**src/rtl/int_alu.sv**
```systemverilog
module int_alu #(
  parameter int DATA_W = 32,
  parameter int IMM_W  = 16,
  parameter int OP_W   = 4
) (
  input  logic [OP_W-1:0]   op_code,
  input  logic [DATA_W-1:0] src_a,
  input  logic [DATA_W-1:0] src_b,
  input  logic [IMM_W-1:0]  imm16,
  input  logic              imm_sel,
  output logic [DATA_W-1:0] result
);

  localparam int SH_W = $clog2(DATA_W);

  localparam logic [OP_W-1:0] OP_ADD  = OP_W'(0);
  localparam logic [OP_W-1:0] OP_SUB  = OP_W'(1);
  localparam logic [OP_W-1:0] OP_AND  = OP_W'(2);
  localparam logic [OP_W-1:0] OP_OR   = OP_W'(3);
  localparam logic [OP_W-1:0] OP_XOR  = OP_W'(4);
  localparam logic [OP_W-1:0] OP_XNOR = OP_W'(5);
  localparam logic [OP_W-1:0] OP_SLL  = OP_W'(6);
  localparam logic [OP_W-1:0] OP_SRL  = OP_W'(7);
  localparam logic [OP_W-1:0] OP_SRA  = OP_W'(8);
  localparam logic [OP_W-1:0] OP_LDHI = OP_W'(9);

  logic              arith_cls;
  logic [DATA_W-1:0] imm_wide;
  logic [DATA_W-1:0] opnd_b;
  logic [SH_W-1:0]   shamt;

  assign arith_cls = (op_code == OP_ADD) || (op_code == OP_SUB);
  assign imm_wide  = arith_cls ? {{(DATA_W-IMM_W){imm16[IMM_W-1]}}, imm16}
                               : {{(DATA_W-IMM_W){1'b0}}, imm16};
  assign opnd_b    = imm_sel ? imm_wide : src_b;
  assign shamt     = opnd_b[SH_W-1:0];

  always_comb begin
    case (op_code)
      OP_ADD:  result = src_a + opnd_b;
      OP_SUB:  result = src_a - opnd_b;
      OP_AND:  result = src_a & opnd_b;
      OP_OR:   result = src_a | opnd_b;
      OP_XOR:  result = src_a ^ opnd_b;
      OP_XNOR: result = ~(src_a ^ opnd_b);
      OP_SLL:  result = src_a << shamt;
      OP_SRL:  result = src_a >> shamt;
      OP_SRA:  result = DATA_W'($signed(src_a) >>> shamt);
      OP_LDHI: result = {imm16, {(DATA_W-IMM_W){1'b0}}};
      default: result = '0;
    endcase
  end

  always_comb begin

    if (op_code == OP_ADD)
      add_inverse_chk: assert (DATA_W'(result - opnd_b) == src_a);

    if (op_code == OP_SUB)
      sub_inverse_chk: assert (DATA_W'(result + opnd_b) == src_a);

    if (op_code == OP_XNOR)
      xnor_compl_chk: assert ((result ^ src_a ^ opnd_b) == {DATA_W{1'b1}});

    if (op_code == OP_SRL && shamt != '0)
      srl_zero_fill_chk: assert (result[DATA_W-1] == 1'b0);

    if (op_code == OP_SRA)
      sra_sign_keep_chk: assert (result[DATA_W-1] == src_a[DATA_W-1]);

    if (op_code == OP_LDHI)
      ldhi_halves_chk: assert (result[DATA_W-IMM_W-1:0] == '0 &&
                               result[DATA_W-1:DATA_W-IMM_W] == imm16);

    if (op_code > OP_LDHI)
      unused_zero_chk: assert (result == '0);
  end

endmodule

```
**config.mk**
```make
export PLATFORM = sky130hd
export DESIGN_NAME = int_alu
export DESIGN_NICKNAME = d
export VERILOG_FILES = /design/src/rtl/int_alu.sv
export SDC_FILE = /design/constraint.sdc
export NUM_CORES = 1
export LEC_CHECK = 0
export ABC_CLOCK_PERIOD_IN_PS = 8900
export BUFFER_PORTS_ARGS = -buffer_cell sky130_fd_sc_hd__buf_2
export CAP_MARGIN = 10
export CORE_MARGIN = 2
export CORE_UTILIZATION = 54
export DETAILED_ROUTE_END_ITERATION = 7
export PLACE_DENSITY = 0.75
export SYNTH_ARGS = -nofsm -noshare
export SYNTH_HDL_FRONTEND = slang
export SYNTH_SLANG_ARGS = --single-unit
```
**constraint.sdc**
```tcl
create_clock -name vclk -period 8.9
set_input_delay 1.78 -clock vclk [all_inputs]
set_output_delay 1.78 -clock vclk [all_outputs]
set_load 0.1 [all_outputs]
```
# Word level (Yosys, flattened, before mapping)
# Cells that the tools add are included.
word_totals:
  input_bits: 85
  wordCells: 23
  out_inout_bits: 32
  regBits: 0
op_classes:
  bitwise_logic: 4
  reduce_logical: 2
  n_eq_ne: 9
  n_shift: 3
  n_addsub: 2
  n_mux: 3
ops:
  columns: ["operator", "n"]
  rows:
  - ["$pmux W32 S10", 1]
  - ["$mux W32", 2]
  - ["$add A32 B32 Y32", 1]
  - ["$and A32 B32 Y32", 1]
  - ["$not A32 Y32", 1]
  - ["$or A32 B32 Y32", 1]
  - ["$shl A32 B5 Y32", 1]
  - ["$shr A32 B5 Y32", 1]
  - ["$sshr A32 B5 Y32", 1]
  - ["$sub A32 B32 Y32", 1]
  - ["$xor A32 B32 Y32", 1]
  - ["$eq A4 B3 Y1 const B", 4]
  - ["$eq A4 B2 Y1 const B", 2]
  - ["$eq A4 B4 Y1 const B", 2]
  - ["$eq A4 B1 Y1 const B", 1]
  - ["$logic_not A4 Y1", 1]
  - ["$logic_or A1 B1 Y1", 1]

# Depth between registers and ports, before layout
depth:
  word_depth: 7
  mapped_depth: 21
  mapped_depth_nobuf: 16

# Worst setup path after synthesis
# Ideal clock, no wire load.
synth_path:
  path_type: "input port to output port"
  startpoint: "input port imm_sel"
  endpoint: "output port result[16]"
  path_buffers: 5
  path_slack_ps: -1274
  t_required_ps: 7120
  arrival_ps: 8394
  cell_stages: 17
  cell_sequence: "buf_6 -> mux2i_4 -> buf_4 -> buf_6 -> buf_2 -> ha_1 -> o2111ai_1 -> nor4_4 -> a21oi_1 -> xnor2_1 -> ha_1 -> clkbuf_1 -> and3_1 -> nand3_1 -> o21ai_0 -> o21ai_0 -> o311ai_0"
synth_between:
  elab_chain_cells: 4
  word_cells_on_any_way: 11
  cone_classes: "2 x add/sub; 3 x shift; 2 x mux; 4 x bitwise"
synth_rtl:
  columns: ["element", "line", "text"]
  rows:
  - ["start: declaration", "10", "input logic imm_sel,"]
  - ["$mux W32 *", "35", "assign opnd_b = imm_sel ? imm_wide : src_b;"]
  - ["branches (longest 2 deep; another with $sub A32 B32 Y32)", null, null]
  - ["$pmux W32 S10 *", "39", "case (op_code)"]
  - ["end: declaration", "11", "output logic [DATA_W-1:0] result"]
# Mark *: on every way between the ends.

# Final worst setup path
layout_path:
  startpoint: "input port imm_sel"
  endpoint: "output port result[27]"
# Same word-level chain as after synthesis.

==> impl_metrics.env <==
export IMPL_fp_dieArea_um2=17200
export IMPL_finalWirelength_mm=39.3
export IMPL_required_ns=7.12
export IMPL_hold_ws_ns=4.30
export IMPL_row_count=46
export IMPL_hp_class="input port to primary output"
export IMPL_floorplan_die_height_um=131
export IMPL_critical_path_class="input port to primary output"
export IMPL_tightestPinTransition_ns=0.906
export IMPL_finished_layout_cell_area_um2=9750
export IMPL_grt_pass1_vias=9772
export IMPL_multiInputGateArea_um2=8090
export IMPL_path_buf_inv=3
export IMPL_grt_ovfl_total=0
export IMPL_synth_commonest_cells="mux2i_1, nand2_1, nor2_1"
export IMPL_floorplan_initialDensity=0.552
export IMPL_min_from="imm16[7]"
export IMPL_placed_area_um2=9750
export IMPL_slew_headroom=0.395
export IMPL_postLayoutSetupSlackWorst_ns=0.444
export IMPL_drt_iter0_markers=1435
export IMPL_hold_buffers=0
export IMPL_nNetsFinal=1512
export IMPL_drc=0
export IMPL_synth_largest_type_area_fraction=0.158
export IMPL_mappedNetlistNets=1449
export IMPL_nFillCells=1533
export IMPL_timing_final_crit_period_ns=8.46
export IMPL_total_of_warnings_raised_by_yosys=0
export IMPL_placeableCoreArea_um2=15800
export IMPL_critical_path_max_fanout=33
export IMPL_place_hpwl_mm=31.5
export IMPL_slowest_stage_delay_cp_ns=0.49
export IMPL_synth_top_cells_by_area="mux2i_1, ha_1, a21oi_1, nand2_1, nor2_1"
export IMPL_cts_repair_resized=0
export IMPL_route_antenna_remaining_nets=0
export IMPL_sequential_cell_area_um2=0
export IMPL_result_of_the_run="complete, no violations"
export IMPL_postSynthCellCount=1265
export IMPL_timing_final_max_slew_violations=0
export IMPL_start_kind="input port"
export IMPL_final_clock_period_utilization_by_the_worst_path=0.950
export IMPL_detailedPlace_worstSlack_ns=0.425
export IMPL_port_buffer_count=117
export IMPL_numPlacedInstances=1542
export IMPL_max_freq_mhz=118
export IMPL_layout_sequential_cells=0
export IMPL_synth_seq_area_share=0
export IMPL_cp_startpoint="imm_sel"
export IMPL_synthDominantAreaCellType="mux2i_1"
export IMPL_rsz0062_at_grt="no"
export IMPL_ios=117
export IMPL_layout_clock_buffers=0
export IMPL_layout_cells_non_filler=1543
export IMPL_grt_first_pass_wirelength_mm=58.8
export IMPL_cp_cell_sequence="buf_2 > buf_4 > nor3b_1 > a2bb2oi_2 > and3_1 > a21oi_1 > xnor2_1 > ha_1 > nand4_1 > nor4_1 > o2111ai_1 > a31oi_2 > o21ai_1 > o21ai_1 > a21oi_1 > or4_1 > buf_2"
export IMPL_post_synth_num_cell_types=83
export IMPL_grt_util_all_layers=0.432
export IMPL_dr_pass1_iters=5
export IMPL_worst_path_max_delay_cell="or4_1"
export IMPL_drv_max_cap_violation_count=0
export IMPL_finalWeightedCongestion=1.09
export IMPL_postSynthAreaPerCell_um2=6.91
export IMPL_cp_arrival_ns=6.68
export IMPL_most_repeated_cell_in_the_gate_level_netlist_after_synthesis="mux2i_1"
export IMPL_post_cts_setup_buffer_count=0
export IMPL_kind_of_cell_adding_the_most_delay_to_the_critical_path="simple AND/OR/NAND/NOR gates"
export IMPL_grt_antenna_before_repair=0
export IMPL_largest_net_degree_at_the_start_of_global_routing=56
export IMPL_report_final_setup_viol=0
export IMPL_layout_drive_gt1_share=0.155
export IMPL_avgViaCountPerCell=6.99
export IMPL_mappedNetlistArea_um2=8740
export IMPL_fp_dieW_um=131
export IMPL_wire_per_inst_um=25.5
export IMPL_crit_path_end_kind="primary output"
export IMPL_timing_hold_violations_final=0
export IMPL_vias=10800
export IMPL_syn2layout_area_growth_pct=11.6
## per-stage QoR
step	utilization	setup TNS, ns
floorplan	-	-0.0973
global placement	0.616	0
detailed placement	0.616	0
CTS	0.616	0
global route	0.616	0
finish	0.616	0
## routing by layer
| layer | vias to the layer above | GRT usage | share of wire |
|---|---|---|---|
| li1 | 4866 | - | - |
| met1 | 5047 | 0.591 | 0.40 |
| met2 | 752 | 0.676 | 0.43 |
| met3 | 115 | 0.0826 | 0.12 |
| met4 | 0 | 0.155 | 0.043 |
| met5 | - | 0 | 0 |
## kinds of logic after synthesis
logic type / after synthesis / share of synthesized area
AO/OA/AOI/OAI: 403 / 0.307
adder cells (fa/ha/maj): 99 / 0.143
XOR/XNOR: 45 / 0.0451
buffers and inverters: 162 / 0.0807
AND/OR/NAND/NOR: 385 / 0.207
multiplexers: 171 / 0.218
## cell type report
class                           count  area share
Timing Repair Buffer              145       0.112
Inverter                           78      0.0305
Multi-Input combinational cell   1103       0.829
Tap cell                          216      0.0277
Antenna cell                        1    0.000257
## cell usage in the layout, fill, tap and decap left out, types with 35 or more instances in the layout
master / instances
inv_1: 74
nand2_1: 120
nand3_1: 35
buf_2: 97
o21ai_0: 82
mux2i_1: 136
ha_1: 98
nor2_1: 118
a21oi_1: 96
xnor2_1: 35
## tightest hold or removal path, stage by stage
cell and delay, ns:
buf_2 0.13, a221oi_1 0.10, o311ai_0 0.10, a221oi_1 0.11, o31ai_2 0.11, buf_12 0.18
## worst paths after layout
kind / endpoint / cells after the start / slack [ns]
worst max-delay path: result[27] / 17 / 0.44
worst min-delay path: result[23] / 6 / 4.30
